**src/rtl/spec_level_ctrl.sv**
```systemverilog
module spec_level_ctrl #(
  parameter int CLR_W     = 2,
  parameter int WIN_DEPTH = 64,
  parameter int NPORTS    = 2,
  parameter int EPOCH     = 8,
  parameter int LOW_USES  = 4
) (
  input  logic              clk,
  input  logic              rst_n,
  input  logic              aggressive_mode,
  input  logic [NPORTS-1:0] port_used,
  input  logic              st_enter_vld,
  input  logic [CLR_W-1:0]  st_enter_color,
  input  logic              st_enter_collide,
  input  logic              st_leave_vld,
  input  logic [CLR_W-1:0]  st_leave_color,
  input  logic [CLR_W-1:0]  ld_color,
  output logic [CLR_W-1:0]  proc_color,
  output logic [CLR_W-1:0]  eff_color,
  output logic              ld_issue_ok
);
  localparam int NCOL = 1 << CLR_W;
  localparam logic [CLR_W-1:0] MAXC = CLR_W'(NCOL - 1);
  localparam int CW = $clog2(WIN_DEPTH + 1);
  localparam int EW = $clog2(EPOCH);
  localparam int AW = $clog2(EPOCH * NPORTS + 1);

  logic [CW-1:0]    cnt_q [NCOL];
  logic [EW-1:0]    ep_q;
  logic [AW-1:0]    acc_q, use_sum;
  logic [CLR_W-1:0] proc_q, proc_d, min_st;
  logic             has_st, epoch_last, low_util, coll_in;

  assign use_sum    = acc_q + AW'($countones(port_used));
  assign epoch_last = (ep_q == EW'(EPOCH - 1));
  assign low_util   = epoch_last && (use_sum < AW'(LOW_USES));
  assign coll_in    = aggressive_mode && st_enter_vld && st_enter_collide;

  always_comb begin
    proc_d = proc_q;
    if (low_util) proc_d = aggressive_mode ? MAXC : ((proc_q == MAXC) ? proc_q : proc_q + 1'b1);
    if (coll_in && proc_d != '0) proc_d = proc_d - 1'b1;
  end

  always_ff @(posedge clk) begin
    if (!rst_n) begin
      ep_q   <= '0;
      acc_q  <= '0;
      proc_q <= '0;
    end else begin
      ep_q   <= epoch_last ? '0 : ep_q + 1'b1;
      acc_q  <= epoch_last ? '0 : use_sum;
      proc_q <= proc_d;
    end
  end

  always_ff @(posedge clk) begin
    for (int c = 0; c < NCOL; c++) begin
      if (!rst_n) cnt_q[c] <= '0;
      else cnt_q[c] <= cnt_q[c]
                      + CW'(st_enter_vld && st_enter_color == CLR_W'(c))
                      - CW'(st_leave_vld && st_leave_color == CLR_W'(c));
    end
  end

  always_comb begin
    has_st = 1'b0;
    min_st = MAXC;
    for (int c = NCOL - 1; c >= 0; c--) begin
      if (cnt_q[c] != '0) begin
        has_st = 1'b1;
        min_st = CLR_W'(c);
      end
    end
  end

  assign proc_color  = proc_q;
  assign eff_color   = (!aggressive_mode && has_st && min_st < proc_q) ? min_st : proc_q;
  assign ld_issue_ok = (ld_color <= eff_color);

  p_hold_r2: assert property (@(posedge clk) disable iff (!rst_n)
    (!aggressive_mode && !epoch_last) |=> proc_color == $past(proc_color));
  p_raise_r2: assert property (@(posedge clk) disable iff (!rst_n)
    (!aggressive_mode && low_util && proc_color != MAXC) |=> proc_color == $past(proc_color) + 1'b1);
  p_max_r3: assert property (@(posedge clk) disable iff (!rst_n)
    (aggressive_mode && low_util && !st_enter_vld) |=> proc_color == MAXC);
  p_dec_r4: assert property (@(posedge clk) disable iff (!rst_n)
    (coll_in && !epoch_last && proc_color != '0) |=> proc_color == $past(proc_color) - 1'b1);
  p_clamp_r5: assert property (@(posedge clk) disable iff (!rst_n)
    eff_color <= proc_color);
  p_zero_ok_r8: assert property (@(posedge clk) disable iff (!rst_n)
    (ld_color == '0) |-> ld_issue_ok);
  p_no_overflow_r7: assert property (@(posedge clk) disable iff (!rst_n)
    st_enter_vld |-> cnt_q[st_enter_color] != CW'(WIN_DEPTH));
endmodule

```
**config.mk**
```make
export PLATFORM = sky130hd
export DESIGN_NAME = spec_level_ctrl
export DESIGN_NICKNAME = d
export VERILOG_FILES = /design/src/rtl/spec_level_ctrl.sv
export SDC_FILE = /design/constraint.sdc
export NUM_CORES = 1
export LEC_CHECK = 0
export BUFFER_PORTS_ARGS = -buffer_cell sky130_fd_sc_hd__buf_2
export CAP_MARGIN = 20
export CORE_ASPECT_RATIO = 2
export CORE_UTILIZATION = 50
export DETAILED_ROUTE_END_ITERATION = 16
export HOLD_SLACK_MARGIN = 0.05
export PLACE_DENSITY = 0.68
export SLEW_MARGIN = 10
export SYNTH_ARGS = -nofsm -noshare
export SYNTH_HDL_FRONTEND = slang
export SYNTH_SLANG_ARGS = --single-unit
export TNS_END_PERCENT = 5
```
**constraint.sdc**
```tcl
create_clock -name clk -period 2.8 [get_ports clk]
set_input_delay 0.42 -clock clk [delete_from_list [all_inputs] [get_ports clk]]
set_output_delay 0.42 -clock clk [all_outputs]
set_load 0.005 [all_outputs]
```
==> results.cfg, run 1 <==
[floorplanning]
dieArea_mm2 = 0.005706
die_w_um = 53.92
dieHeight_um = 105.8
core.rowCount = 37
pin_count = 19
core_mm2 = 0.005185
initial_core_util_pct = 51.98

[placement]
place.gp.congestion = 0.7634
io_buffers = 18
dpl.hpwl_mm = 3.624
post-place-ws_ns = 0.01079
dpl_cell_area_mm2 = 0.002854

[logic_synthesis]
synth_seq_cells = 38
yosys.cell_types.count = 42
yosys.area_share.simple_pct = 22.93
ys_warn_count = 0
synthCells = 304
syn_nets = 366
synthXorXnorAreaFrac_pct = 6.500
synth_top_family_by_area = adder cells
synth.avg_cell_area_um2 = 8.865
synth_area_mm2 = 0.002695
yosysSeqAreaShare_pct = 28.23
synth_compound_area_share_pct = 9.889
synth_adder_area_share_pct = 23.68
muxShareOfSynthArea_pct = 1.532

[drt]
vias_per_cell = 5.153
drtPass1Iterations = 4
wl_mm = 4.998
drt_iter0_markers = 15
vias = 2051
drc = 0
wl_per_cell_um = 12.56
antenna_violating_nets_post_route = 0

[cts]
ctsLongestPathBuffers = 2
path_clk_slew_ns = 0.08
ctsHtreeMaxLevel = 2
cts.sinks = 38
root_buffer = clkbuf_8
cts_buffers = 5
cts_tree = done
clkLatencyLatePin_ns = 0.29

[critical_path]
worstRegToRegCells = 11
reg2reg_slack_ns = 0.28
startpoint_type = register
crit_type = register to output port
crit_fanout = 2
crit_arrival_ns = 2.42
cp_data_required_time_ns = 2.38
cp-end-kind = output port
r2r_start = acc_q[0]
r2r_end = proc_color[1]

[pwr]
pwr-share-clk_pct = 20.0
p_int_mw = 1.801
p_comb_share_pct = 52.0
switching_power_mw = 1.016
seqPwrFrac_pct = 28.0
cellPowerDensity_mw_per_mm2 = 883.2
p_leak_nw = 1.466
max-vdd-ir-drop_mv = 0.5415
switching_share_pct = 36.06
p_total_mw = 2.817

[grt]
grt-ovfl-total = 0
grt_pass1_wl_mm = 8.238
antenna_found_initial = 0
grt_util_all_layers_pct = 19.45
grt_pass1_vias = 2026
grt_max_degree = 46

[sta]
finalClockSkew_ns = 0.007299
fmax_mhz = 352.5
fin_crit_ns = 2.837
setup_viol = 1
rsz0062_at_grt = true
period_share_pct = 101.3
slew_headroom_pct = 55.07
finalWorstSetupSlack_ns = -0.03677
max_slew.worst_pin.slew_ns = 0.6739
timing.final.hold_violations = 0
slew_violations = 0

[min_path]
worstHoldPathCells = 1
hold_path_end = ep_q[0]
hp-start = ep_q[0]
hp-class = register to register

[cells_and_area]
drive_gt1_share_pct = 23.24
design_area_mm2 = 0.003189
n_antenna_cell = 0
register_area_um2 = 779.5
fin_nets = 401
multi_input_area_mm2 = 0.001821
fillers = 461
finish.utilization_pct = 61.51
area_growth_syn_to_layout_pct = 18.34

[outcome]
status = complete, but fails checks
violations = negative setup slack

[run]
max_cap_violations = 0
area by class of cell:
cell class,instances,share of cell area [%]
multi-input combinational,214,57.08
sequential,38,24.44
timing repair buffer,33,6.355
inverter,47,5.532
tap,58,2.275
clock buffer,5,2.158
clock inverter,3,2.158
kinds of logic after synthesis:
family / count (synthesis)
simple gates: 102
buf+inv: 52
fa+ha+maj: 48
compound gates: 40
xor+xnor: 20
mux: 4
flops: 38
stage by stage:
stage,instances,hold WS (ns),setup TNS [ns]
final,398,0.4277,-0.03677
after detailed placement,377,0.4172,0
after global routing,398,0.4589,-0.2714
after floorplan,304,0.3992,0
after CTS,394,0.4291,0
after global placement,377,0.4110,0
how the worst max path moves through the flow:
stage	start	endpoint	cells after the start
2_1_floorplan	port_used[0]	proc_color[1]	11
3_3_place_gp	port_used[0]	proc_color[1]	12
3_5_place_dp	port_used[0]	proc_color[0]	14
4_1_cts	cnt_q[2][5]	ld_issue_ok	11
5_1_grt	cnt_q[1][5]	ld_issue_ok	12
6_report	cnt_q[1][5]	ld_issue_ok	12
power by group through the flow:
stage          logic, mW  clock network, mW  registers (mW)
6_report            1.46              0.563           0.789
5_1_grt             1.65              0.603           0.811
4_1_cts             1.40              0.579           0.786
3_5_place_dp        1.26                  0           0.786
3_3_place_gp        1.24                  0           0.785
2_1_floorplan       1.03                  0           0.763
critical path, cell delays in order, from the launching register on:
cell and delay [ns]:
dfxtp_2 0.35, inv_2 0.06, ha_4 0.15, nand4_1 0.16, nor2_4 0.06, ha_4 0.16, a311oi_4 0.28, o21ai_2 0.11
mux2i_1 0.13, ha_1 0.30, nor2b_4 0.13, o21ai_1 0.10, buf_2 0.12
sequential cells by signal (all words and copies together), names as in the netlist:
register and cells:
acc_q 5, cnt_q 28, ep_q 3, proc_color 2
per-layer routing:
layer,vias up,share of wire [%],global-route usage [%]
li1,1073,-,-
met4,0,1.6,8.271
met5,-,0,0
met2,28,55,36.60
met3,7,2.2,2.742
met1,943,41,19.30
timing repair:
item / in CTS / in global routing
pin swaps: 10 / 7
setup endpoints to repair: 1 / 1
gates resized for setup: 29 / 7
buffers inserted: 9 / 4
hold buffers: 0 / 0
cells in the final DEF (no fill, tap or decap), types with 2 or more instances in the layout:
cell       synthesis  final
inv_1             46     41
ha_1              43     37
dfxtp_1           38     23
and2_1            19     19
buf_2              0     18
nor2_1            17     17
dfxtp_2            0     15
buf_4              0     15
a21oi_1           14     14
nand2_1           12     12
nor3b_1           10     10
xor2_1            10     10
xnor2_1           10     10
nor3_1             9      9
inv_2              1      6
o21ai_1            4      5
nor2b_1            6      5
fa_1               5      5
clkbuf_8           0      5
a21o_1             4      4
o21bai_1           5      4
o21a_1             4      4
nand4b_1           4      4
o21ai_0            5      4
nand3b_1           4      4
or3b_1             4      4
mux2i_1            3      3
ha_4               0      3
ha_2               0      3
and3_1             2      2
and3b_1            2      2
nand2b_1           2      2
bufinv_16          0      2
Yosys cell counts (all sizes together):
library cell	n	area share, %
clkbuf	5	0.70
nand4	1	0.23
nand4b	4	1.3
or3b	4	1.3
mux2i	3	1.1
mux2	1	0.42
nand2b	2	0.46
and4b	2	0.88
nor3b	10	2.8
ha	43	20
a311oi	1	0.98
xnor2	10	3.2
nor2b	7	1.7
a21o	4	1.1
nand3b	4	1.1
nand3	3	0.74
nor4	1	0.23
nand2	12	1.7
fa	5	3.7
and3b	2	0.65
o21a	4	1.1
a21oi	14	2.6
and3	2	0.46
and2	20	4.7
a31o	1	0.33
dfxtp	38	28
inv	47	6.5
o311a	1	0.37
nor2	18	2.6
xor2	10	3.2
nor3	10	2.0
o21bai	5	1.4
o21ai	10	2.0
Note: power is estimated with default switching activity, not from simulation.
==> inputs of run 2 (changes only) <==
Settings changed: CORE_ASPECT_RATIO 2 to 0.7, CORE_UTILIZATION 50 to 60, PLACE_DENSITY 0.68 to 0.79.
==> run 2 against run 1 <==
The run still ends with negative setup slack left. Wire length up 4.3%. Sequential power about the same. Worst hold slack better by 0.010 ns. Power down 7.1%. Clock power down 29%. Via count about the same. Core utilization up 13 points. Sequential share of layout area up 0.84 points. First-iteration DRC count rose to 6.1 times the previous value. Clock-buffer cell count up 1. Global-route usage up 5.5 points. Register-to-register slack worse by 0.06 ns. Critical endpoint unchanged. Largest cell class unchanged. Largest power group unchanged.
==> results.cfg, run 2 (synthesized netlist as in run 1, its figures left out) <==
[critical_path]
cp-end-kind = output port
cp_data_required_time_ns = 2.38
reg2reg_slack_ns = 0.22
cpMaxStageDelayCell = dfxtp_2
path_cells = inv_2, ha_4, nand4_1, buf_4, o21bai_4, and2_4, o21ai_2, mux2i_1, ha_1, buf_4, nand2_1, o21ai_1, buf_2
startpoint_type = register
crit_type = register to output port
crit_path_frequent_cell = buf_4
crit_fanout = 2
cpPeakStageDelay_ns = 0.34
crit_arrival_ns = 2.40

[sta]
max_slew.worst_pin.slew_ns = 0.6731
fin_crit_ns = 2.824
period_share_pct = 100.9
finalWorstSetupSlack_ns = -0.02390
rsz0062_at_grt = true
fmax_mhz = 354.1
timing.final.hold_violations = 0
finalClockSkew_ns = 0.003828
slew_headroom_pct = 55.12
setup_viol = 1
slew_violations = 0

[cells_and_area]
drive_gt1_share_pct = 20.06
final_cell_mix = inv_1 (42), ha_1 (39), dfxtp_1 (26), and2_1 (19), buf_2 (18)
n_antenna_cell = 0
fin_nets = 395
largest-register = cnt_q
top_regs = cnt_q x28, acc_q x5, ep_q x3
largest_reg_flops = 28
area_growth_syn_to_layout_pct = 13.83
fillers = 317
final_common_cell = inv_1

[floorplanning]
pin_count = 19
dieArea_mm2 = 0.004768
initial_core_util_pct = 65.53
die_w_um = 82.11
core_mm2 = 0.004113
dieHeight_um = 58.08
core.rowCount = 19

[drt]
wl_mm = 5.215
vias_per_cell = 5.316
drtPass1Iterations = 4
drc = 0
drt_iter0_markers = 91
wl_per_cell_um = 13.51
antenna_violating_nets_post_route = 0
vias = 2052

[cts]
clkLatencyLatePin_ns = 0.29
root_buffer = clkbuf_8
cts_tree = done
cts.sinks = 38
ctsHtreeMaxLevel = 2
postCtsHoldBufs = 0
cts_buffers = 5
ctsLongestPathBuffers = 2
path_clk_slew_ns = 0.08

[placement]
post-place-ws_ns = 0.03479
io_buffers = 18
dpl.hpwl_mm = 3.740
place.gp.congestion = 0.7956

[pwr]
p_leak_nw = 1.409
max-vdd-ir-drop_mv = 0.5661
p_total_mw = 2.617
cellPowerDensity_mw_per_mm2 = 853.1

[grt]
grt_util_all_layers_pct = 24.96
antenna_found_initial = 0
grt-ovfl-total = 0
grt_pass1_wl_mm = 8.990
grt_pass1_vias = 2095
grt_max_degree = 46

[outcome]
violations = negative setup slack
status = complete, but fails checks

[run]
max_cap_violations = 0

[min_path]
hp-class = register to register
## run 2: metal layers
| metal | vias up | GRT usage (%) | wire (um) |
|---|---|---|---|
| met3 | 13 | 6.142 | 190 |
| met4 | 0 | 8.521 | 89 |
| met5 | - | 0 | 0 |
| met2 | 37 | 42.27 | 2416 |
| li1 | 1064 | - | - |
| met1 | 938 | 30.87 | 2519 |
## run 2: critical path: cells and delay by family (launching register included)
kind,cells,cell delay (ns)
fa+ha+maj,2,0.41
flops,1,0.34
mux,1,0.21
simple gates,3,0.38
buf+inv,4,0.46
compound gates,3,0.31
## run 2: power by group
part           switching, mW  internal, mW  total, mW
Sequential            0.0926         0.698      0.791
Combinational          0.744         0.684       1.43
Clock                  0.201         0.198      0.399
Total                   1.04          1.58       2.62
## run 2: what timing repair did
action,4_1_cts,5_1_grt
cloned,0,0
endpoints found under the setup margin,1,2
pin swaps,9,3
buffers inserted,6,1
gates resized for setup,25,2
## run 2: area by class of cell
cell class              count  area [um2]  share of cell area [%]
clock buffers               6       82.58                   2.692
clock inverters             2       12.51                  0.4078
inverters                  47       176.4                   5.750
multi-input cells         214        1798                   58.61
flip-flops and latches     38       775.7                   25.29
well taps                  52       65.06                   2.121
repair buffers             27       157.7                   5.139
## run 2: path summary, 6_finish.rpt
| check | start | end | depth (start not counted) |
|---|---|---|---|
| min reg2reg | ep_q[0] | ep_q[0] | 1 |
| min | ep_q[0] | ep_q[0] | 1 |
| max | cnt_q[1][2] | ld_issue_ok | 13 |
| max reg2reg | acc_q[0] | proc_color[0] | 13 |
## run 2: stage by stage
step                      std cells  cell area [um2]  util, %  setup TNS (ns)  hold slack [ns]
after floorplan                 304             2695        -               0           0.3992
after global placement          371             2846    69.21               0           0.4157
after detailed placement        371             2846    69.21               0           0.4217
after CTS                       385             3053    74.23        -0.01498           0.4386
after global routing            386             3068    74.60         -0.1981           0.4544
final                           386             3068    74.60        -0.02390           0.4381
==> inputs of run 3 (changes only) <==
Settings changed: ABC_AREA set to 1.
==> run 3 against run 2 <==
The flow now finishes without violations. Non-clock buffer count is 5 higher. Wire length is 10% higher. Area after synthesis is 2.1% higher. Power is 1.3% higher. Maximum frequency is 4.5% higher. Via count is 19% higher. Global-route usage is 0.24 points higher. Critical endpoint unchanged. Largest cell class unchanged. Largest power group unchanged. Highest routed layer unchanged.
==> results.cfg, run 3 <==
[floorplanning]
dieHeight_um = 58.66
core_mm2 = 0.004379
core.rowCount = 20
dieArea_mm2 = 0.004865
die_w_um = 82.94
pin_count = 19
initial_core_util_pct = 62.83

[cells_and_area]
multi_input_area_mm2 = 0.001780
register_area_um2 = 772.0
area_growth_syn_to_layout_pct = 17.28
drive_gt1_share_pct = 23.91
largest-register = cnt_q
fin_nets = 476
n_antenna_cell = 0
final_cell_mix = inv_1 (68), nand2_1 (47), ha_1 (36), a21oi_1 (34), dfxtp_1 (29)
finish.utilization_pct = 73.69
largest_reg_flops = 28
top_regs = cnt_q x28, acc_q x5, ep_q x3
final_common_cell = inv_1
fillers = 341

[pwr]
cellPowerDensity_mw_per_mm2 = 821.3
seqPwrFrac_pct = 29.6
p_int_mw = 1.509
p_comb_share_pct = 57.0
p_leak_nw = 1.591
switching_share_pct = 43.05
switching_power_mw = 1.141
pwr-share-clk_pct = 13.4
max-vdd-ir-drop_mv = 0.5240
p_total_mw = 2.650

[cts]
ctsHtreeMaxLevel = 2
clkLatencyLatePin_ns = 0.29
cts.sinks = 38
ctsLongestPathBuffers = 2
cts_buffers = 5
root_buffer = clkbuf_8
cts_tree = done
path_clk_slew_ns = 0.07

[sta]
fmax_mhz = 369.9
max_slew.worst_pin.slew_ns = 0.4858
slew_headroom_pct = 67.61
finalClockSkew_ns = 0.007292
period_share_pct = 96.55
rsz0062_at_grt = true
setup_viol = 0
timing.final.hold_violations = 0
fin_crit_ns = 2.703
slew_violations = 0

[critical_path]
startpoint_type = register
worstRegToRegCells = 18
cpMaxStageDelayCell = dfxtp_2
cp_data_required_time_ns = 2.38
path_buf_inv = 4
cp.depth = 16
crit_arrival_ns = 2.28
path_cells = inv_2, ha_2, nand2_2, nor2_4, nand2_2, inv_2, ha_4, nor2_2, o21a_4, buf_4, nand3b_1, nand2_2, ha_1, nand2_1, o21ai_1, buf_2
cpPeakStageDelay_ns = 0.33
crit_fanout = 4
crit_type = register to output port
crit_path_frequent_cell = nand2_2
cp-end-kind = output port
crit_family = adder cells

[logic_synthesis]
synth_area_mm2 = 0.002751
yosys.cell_types.count = 28
yosys.area_share.simple_pct = 20.96
synthCells = 378
ys_top_cells_by_count = inv_1 (80), nand2_1 (56), ha_1 (43), dfxtp_1 (38), a21oi_1 (34)
muxShareOfSynthArea_pct = 0
yosysTopAreaCell = dfxtp_1
async_flop_share_pct = 0
yosysMostFrequentCell = inv_1
synth_compound_area_share_pct = 14.05
synth_adder_area_share_pct = 23.19
synthTopCellsByArea = dfxtp_1 (28%), ha_1 (20%), inv_1 (11%)
yosysSeqAreaShare_pct = 27.65
synth.top_cell.area_share_pct = 27.65
syn_nets = 440
ys_warn_count = 0
synthXorXnorAreaFrac_pct = 1.592
synth_edf_count = 0
synth_top_family_by_area = adder cells
synth_seq_cells = 38
ys.flop_type = dfxtp_1
synth.avg_cell_area_um2 = 7.279

[drt]
drtPass1Iterations = 4
drt_iter0_markers = 85
antenna_violating_nets_post_route = 0
vias = 2449
vias_per_cell = 5.222
drc = 0
wl_per_cell_um = 12.25
wl_mm = 5.743

[outcome]
status = finished clean

[grt]
grt_max_degree = 27
grt_util_all_layers_pct = 25.19
grt-ovfl-total = 0
grt_pass1_wl_mm = 9.673
grt_pass1_vias = 2210
antenna_found_initial = 0

[placement]
dpl.hpwl_mm = 4.050
place.gp.congestion = 0.8664
io_buffers = 18

[min_path]
hp-class = register to register
worstHoldPathCells = 1

[run]
max_cap_violations = 0
-- run 3: what timing repair did --
item	4_1_cts	5_1_grt
pin swaps	15	16
setup buffers	8	6
setup endpoints to repair	1	2
hold buffers	0	0
resized for setup	31	23
cloned	0	0
-- run 3: power groups by stage --
stage | logic, mW | registers (mW) | clock network [mW]
finish | 1.51 | 0.784 | 0.356
CTS | 1.39 | 0.777 | 0.366
floorplan | 1.01 | 0.757 | 0
global route | 1.72 | 0.798 | 0.386
global placement | 1.21 | 0.773 | 0
detailed placement | 1.24 | 0.776 | 0
-- run 3: final cells by class --
class                           instances  area share (%)
Inverter                               89           10.35
Timing Repair Buffer                   32           6.049
Multi-Input combinational cell        248           55.18
Tap cell                               55           2.133
Clock buffer                            7           2.365
Sequential cell                        38           23.92
-- run 3: cell families (layout without fill, tap and decap cells) --
kind of cell             after synthesis  in the layout
AO/OA/AOI/OAI                         69             69
XOR/XNOR                               5              5
adder cells (fa/ha/maj)               48             48
buffers and inverters                 92            128
flip-flops                            38             38
AND/OR/NAND/NOR                      126            126
-- run 3: path summary, 6_finish.rpt --
path                                   from       endpoint  slack [ns]
worst max register to register     acc_q[0]  proc_color[1]        0.25
worst max-delay path            cnt_q[1][2]    ld_issue_ok         0.1
worst min-delay path                ep_q[0]        ep_q[0]        0.42
worst min register to register      ep_q[0]        ep_q[0]        0.42
-- run 3: metrics by stage --
| stage | hold WS [ns] | area, um2 | std cells | setup WS [ns] | setup TNS, ns |
|---|---|---|---|---|---|
| after floorplan | 0.3992 | 2751 | 378 | 0.2515 | 0 |
| after global placement | 0.4130 | 2899 | 448 | 0.09189 | 0 |
| after detailed placement | 0.4120 | 2899 | 448 | -0.03478 | -0.03478 |
| after CTS | 0.4277 | 3108 | 463 | 0.0004359 | 0 |
| after global routing | 0.4373 | 3227 | 469 | -0.04258 | -0.04258 |
| final | 0.4244 | 3227 | 469 | 0.09668 | 0 |
-- run 3: worst register-to-register path, cell delays in order (launching register included) --
cell and delay (ns):
dfxtp_1 0.31, inv_1 0.04, fa_1 0.38, inv_1 0.10, ha_1 0.21, inv_1 0.05
nand2_1 0.09, nand3_2 0.10, nor2_4 0.14, nand2_2 0.08, nand2_1 0.08, nand2_2 0.06
ha_1 0.20, nor2_2 0.17, nand3_4 0.10, o21ai_0 0.22, inv_2 0.04, nand2_1 0.06
inv_1 0.03
-- run 3: routing by layer --
layer	GRT usage (%)	share of wire, %
met5	0	0
met4	9.360	1.5
met3	4.348	2.5
met2	43.33	47
met1	32.51	49
